`src/rtl/hdu_pkg.sv`:
```
package hdu_pkg;
  typedef enum logic {
    MODE_FORWARD    = 1'b0,
    MODE_STALL_ONLY = 1'b1
  } hdu_mode_e;
endpackage

```
`src/rtl/hdu_src_match.sv`:
```
module hdu_src_match #(
  parameter int REG_W = 5,
  parameter int NSRC  = 2
) (
  input  logic                       dst_valid,
  input  logic [REG_W-1:0]           dst,
  input  logic [NSRC-1:0][REG_W-1:0] srcs,
  output logic                       hit
);
  logic [NSRC-1:0] eq;

  genvar g;
  generate
    for (g = 0; g < NSRC; g++) begin : g_cmp
      assign eq[g] = (srcs[g] == dst);
    end
  endgenerate

  // register 0 is hard-wired, never a real producer
  assign hit = dst_valid && (dst != '0) && (|eq);
endmodule

```
`src/rtl/hdu_bubble_mux.sv`:
```
module hdu_bubble_mux #(
  parameter int CTRL_W = 8
) (
  input  logic              stall,
  input  logic [CTRL_W-1:0] ctrl_in,
  output logic [CTRL_W-1:0] ctrl_out,
  output logic              bubble
);
  assign bubble   = stall;
  assign ctrl_out = stall ? '0 : ctrl_in;

  always_comb begin

    ctrl_zero_chk: assert (!bubble || ctrl_out == '0);
  end
endmodule

```
`src/rtl/hazard_unit.sv`:
```
module hazard_unit
  import hdu_pkg::*;
#(
  parameter int        REG_W  = 5,
  parameter int        CTRL_W = 8,
  parameter hdu_mode_e MODE   = MODE_FORWARD
) (
  input  logic [REG_W-1:0]  id_rs,
  input  logic [REG_W-1:0]  id_rt,
  input  logic              ex_mem_read,
  input  logic              ex_reg_write,
  input  logic [REG_W-1:0]  ex_dst,
  input  logic              mem_reg_write,
  input  logic [REG_W-1:0]  mem_dst,
  input  logic [CTRL_W-1:0] ctrl_in,
  output logic [CTRL_W-1:0] ctrl_out,
  output logic              pc_write,
  output logic              ifid_write,
  output logic              stall_bubble
);
  localparam bit STALL_ONLY = (MODE == MODE_STALL_ONLY);
  localparam int NSRC       = 2;

  logic [NSRC-1:0][REG_W-1:0] id_srcs;
  logic ex_qual, mem_qual, ex_hit, mem_hit, stall;

  assign id_srcs = {id_rt, id_rs};
  // forwarding covers everything except a load still in execute
  assign ex_qual  = STALL_ONLY ? ex_reg_write : ex_mem_read;
  assign mem_qual = STALL_ONLY ? mem_reg_write : 1'b0;

  hdu_src_match #(.REG_W(REG_W), .NSRC(NSRC)) ex_cmp_i (
    .dst_valid (ex_qual),
    .dst       (ex_dst),
    .srcs      (id_srcs),
    .hit       (ex_hit)
  );

  hdu_src_match #(.REG_W(REG_W), .NSRC(NSRC)) mem_cmp_i (
    .dst_valid (mem_qual),
    .dst       (mem_dst),
    .srcs      (id_srcs),
    .hit       (mem_hit)
  );

  assign stall = ex_hit | mem_hit;

  hdu_bubble_mux #(.CTRL_W(CTRL_W)) mux_i (
    .stall    (stall),
    .ctrl_in  (ctrl_in),
    .ctrl_out (ctrl_out),
    .bubble   (stall_bubble)
  );

  assign pc_write   = ~stall;
  assign ifid_write = ~stall;

  always_comb begin

    freeze_vs_bubble_chk: assert (pc_write == ifid_write && pc_write != stall_bubble);

    zero_dst_chk: assert (!((ex_dst == '0) && (mem_dst == '0)) || !stall_bubble);

    load_only_chk: assert (STALL_ONLY || ex_mem_read || !stall_bubble);

    wr_enable_chk: assert (!STALL_ONLY || ex_reg_write || mem_reg_write || !stall_bubble);
  end
endmodule

```
`config.mk`:
```
export PLATFORM = sky130hd
export DESIGN_NAME = hazard_unit
export DESIGN_NICKNAME = d
export VERILOG_FILES = /design/src/rtl/hdu_pkg.sv /design/src/rtl/hdu_src_match.sv /design/src/rtl/hdu_bubble_mux.sv /design/src/rtl/hazard_unit.sv
export SDC_FILE = /design/constraint.sdc
export NUM_CORES = 1
export LEC_CHECK = 0
export ABC_AREA = 1
export BUFFER_PORTS_ARGS = -buffer_cell sky130_fd_sc_hd__buf_2
export CAP_MARGIN = 10
export CORE_AREA = 8 8 45 47
export DETAILED_ROUTE_END_ITERATION = 6
export DIE_AREA = 0 0 53 55
export GPL_TIMING_DRIVEN = 0
export PLACE_DENSITY = 0.75
export SLEW_MARGIN = 15
export SYNTH_ARGS = -nofsm -noshare
export SYNTH_HDL_FRONTEND = slang
export SYNTH_SLANG_ARGS = --single-unit
```
`constraint.sdc`:
```
create_clock -name vclk -period 2.1
set_clock_uncertainty 0.05 [all_clocks]
set_input_delay 0.21 -clock vclk [all_inputs]
set_output_delay 0.21 -clock vclk [all_outputs]
set_load 0.01 [all_outputs]
```
## Word-level counts from Yosys, hierarchy flattened

Index checks and enable logic that the tools add are counted.

- Equality and inequality tests: 2
- Mux-type cells: 1
- Bitwise gates (word level): 1
- Reduce and logical (&&, ||, !) cells: 4

Operators by type and width:

| operator | number |
|---|---|
| $eq A5 B5 Y1 | 2 |
| $mux W8 | 1 |
| $reduce_bool A5 Y1 | 1 |
| $logic_and A1 B1 Y1 | 2 |
| $reduce_or A2 Y1 | 1 |
| $not A1 Y1 | 1 |

- Bits in registers: 0
- Output and inout port bits: 11
- Word-level logic and storage cells: 8

## Logic depth before layout (Yosys ltp)

- Depth in word-level cells: 4
- Depth in mapped cells: 8

## Hierarchy

A second synthesis with hierarchy kept.

- Cells, all modules: 114
- Area total of the unflattened synthesis: 495.5 sq um

By module, submodules not included:

| module | instances | cells each | area an instance (sq um) | seq. area each (sq um) |
|---|---|---|---|---|
| hdu_src_match | 2 | 45 | 195.2 | 0.0 |
| hdu_bubble_mux | 1 | 18 | 78.8 | 0.0 |
| hazard_unit | 1 | 6 | 26.3 | 0.0 |

## Least setup slack after synthesis

OpenSTA, ideal clock, no wires.

- Kind: in2out
- Start: in ex_dst[1]
- End: out pc_write
- Arrival time: 0.858 ns
- Setup slack: 0.982 ns
- Stages on the path: 8
- Path buffers: 1
- Cells stage by stage: inv_1 > nand2_1 > nand2_1 > nor2_1 > nand3_2 > nand2_4 > nand2_4 > buf_4

- Longest elaborated chain between the ends: 4

Ends and longest elaborated chain:

| what | RTL line | source |
|---|---|---|
| start, declared | hazard_unit.sv:12 | `input logic [REG_W-1:0] ex_dst,` |
| $eq A5 B5 Y1 or $reduce_bool A5 Y1 (tied branches) | hdu_src_match.sv:15, hdu_src_match.sv:20 |  |
| $reduce_or A2 Y1 or $logic_and A1 B1 Y1 (tied branches) | hdu_src_match.sv:20 | `assign hit = dst_valid && (dst != '0) && (\|eq);` |
| $logic_and A1 B1 Y1 * | hdu_src_match.sv:20 |  |
| $not A1 Y1 * | -- |  |
| end, declared | hazard_unit.sv:17 | `output logic pc_write,` |

Every way passes the cells marked *; elsewhere a longest branch is shown, timed or not.

## Worst setup path in the final report

- Start: in ex_dst[1]
- End: out pc_write

- Longest elaborated chain between the ends: 4

Ends and longest elaborated chain:

| what | RTL line | source |
|---|---|---|
| $eq A5 B5 Y1 or $reduce_bool A5 Y1 (tied branches) | hdu_src_match.sv:15, hdu_src_match.sv:20 |  |
| $reduce_or A2 Y1 or $logic_and A1 B1 Y1 (tied branches) | hdu_src_match.sv:20 |  |
| $logic_and A1 B1 Y1 * | hdu_src_match.sv:20 |  |
| $not A1 Y1 * | hazard_unit.sv:55 | `assign pc_write = ~stall;` |

Marks and branches as above.

==> impl_results.md <==
* Crit path capture type: output port
* Final wirelength at around 1000 microns
* Count of unique library cells instantiated by Yosys at 13
* First-pass GRT wire length at around 1400 microns
* Top post-synthesis cells by area: nand2_1 24%, inv_1 20%, a21oi_1 13%
* Max-cap check violation count at 0
* Multi-input gate area at between 200 and 250 sq um
* Vias at approximately 470
* Maximum number of pins on one net before global-route repair at 10
* CP Buf/Inv Count at 4
* Top cell type's share of synthesized area at between 20% and 30%
* # resized after CTS at 0
* Std-Cell Rows at 14
* Commonest non-fill, non-tap cells in the layout: 35 x buf_2, 20 x nand2_1, 17 x inv_1
* CTS Hold Buffers Added at 0
* Share of cells above drive strength 1 at between 40 and 50%
* Post-Place Worst Slack at 688 ps
* Top Family by Delay on Critical Path: simple AND/OR/NAND/NOR gates
* Hpwl dp at slightly above 900 microns
* Setup violators final at 0
* Ordered cell list for the critical path: buf_2, inv_1, nand2_1, nand2_1, nor2_1, nand3_2, nand2_4, nand2_4, buf_4, buf_2
* Vias in the first global route at 379
* GRT overflow at 0
* Layout area overhead at 61.7%
* DR vias/cell at 3.96
* Final Worst Setup Slack at 708 ps
* Power, Total at approximately 97 uW
* Synth Area per Inst at 4.72 sq um
* IO Port Bufs at 35
* Seq Cell Count at 0
* Slew Viols, Final at 0
* Min-Delay Startpoint: ctrl_in[6]
* Final antenna-violating net count at 0
* Pleak at ~0.37 nW
* Most common cell after layout, fill and taps aside: buf_2
* Mapped Cells at 67
* Total GRT Usage at under 10%
* CP max-delay cell: buf_2
* Critical path class: input port to output port
* Least-Margin Pin Slew at 178 ps
* Fillcell total at roughly 170
* DR iter-0 viols at 0
* Yosys top cell by area: nand2_1
* Final instance area at 512 sq um
* Chip Height at around 55 microns
* Core area at ~1400 sq um
* Hold Path Stages at 4
* HP Class: input port to output port
* Seq/Total Area, Yosys at 0%
* Total die area at between 2000 and 3000 sq um
* GPL Wtd Cong at approximately 0.78
* Critical Path AT at 1130 ps
* Post-DP Area at just over 500 sq um
* Hold EP: ctrl_out[6]
* Synth Cell Area at 317 sq um
* Crit path max fanout at 9
* # DRC at 0
* FF/Latch Area at 0 sq um
* Post-CTS setup buffer count at 0
* Slew headroom at 88.1%
* Initial antenna violation count at 0
* Final hold vios at 0
* Die X at ~53 microns
* Final #Nets at around 140
* Wire length per cell at ~8.6 microns
* # IOs at 42
* Initial Util at 22.9%
* PD cells at 189 nW/um^2
* RSZ-0062 raised after global routing: false
* Fin crit share at between 60% and 70%
* Maximum clock frequency at 718 MHz
* Layout clock buffer count at 0
* Peak supply drop at around 55 uV
* CP required at roughly 1800 ps
* Syn_nets at between 90 and 100
* Slowest stage delay, CP at between 100 and 150 ps
* Yosys Warn Count at 0
* 1st-pass router iterations at 1
* Crit start category: input port
* Clock period minus worst slack at between 1000 and 1500 ps
* Outcome: complete, no violations
* TNS Setup at 0 ps
* ANT cells at 0
==> worst max path at each step <==
stage / start / end / slack, ps / cells past startpoint
finish: ex_dst[1] / pc_write / 710 / 10
global route: ex_dst[1] / pc_write / 570 / 10
CTS: ex_dst[1] / pc_write / 690 / 10
detailed placement: ex_dst[1] / pc_write / 690 / 10
global placement: ex_dst[0] / pc_write / 720 / 9
floorplan: ex_dst[1] / pc_write / 980 / 8
==> cells by family (layout without fill, tap and decap cells) <==
group,count (synthesis),count (layout),share of synthesized area [%]
compound gates,9,9,14.2
xor+xnor,2,2,5.53
buf+inv,23,58,28.5
simple gates,33,33,51.8
==> per-stage QoR <==
step                      cells  hold slack [ps]  utilization (%)
after floorplan              67              454                -
after detailed placement    118              658             37.0
final                       118              657             37.0
after CTS                   118              658             37.0
after global placement      118              658             37.0
after global routing        118              682             37.0
==> cell usage after synthesis, drive strengths merged <==
cell / n
a21oi: 8
buf: 1
inv: 22
nand2: 24
nand3: 2
nand4: 1
nor2: 6
o21ai: 1
xnor2: 2
==> final cells by class <==
cell class | instances | share of cell area [%]
multi-input combinational | 44 | 44.3
tap | 16 | 3.91
inverter | 22 | 16.1
buffer | 1 | 1.47
timing repair buffer | 35 | 34.2
==> report_power, final <==
group	switching [mW]	internal, mW	leakage [nW]
Combinational	0.0526	0.0442	0.372
Sequential	0	0	0
Clock	0	0	0
==> routing by layer <==
metal  up-vias  track usage, %  wire [microns]
met4         0               0               0
met1       183            6.49             392
li1        261               -               -
met5         -               0               0
met3         0            1.60             191
met2        23            10.2             426
No activity file was read; power rests on OpenSTA's default activity.
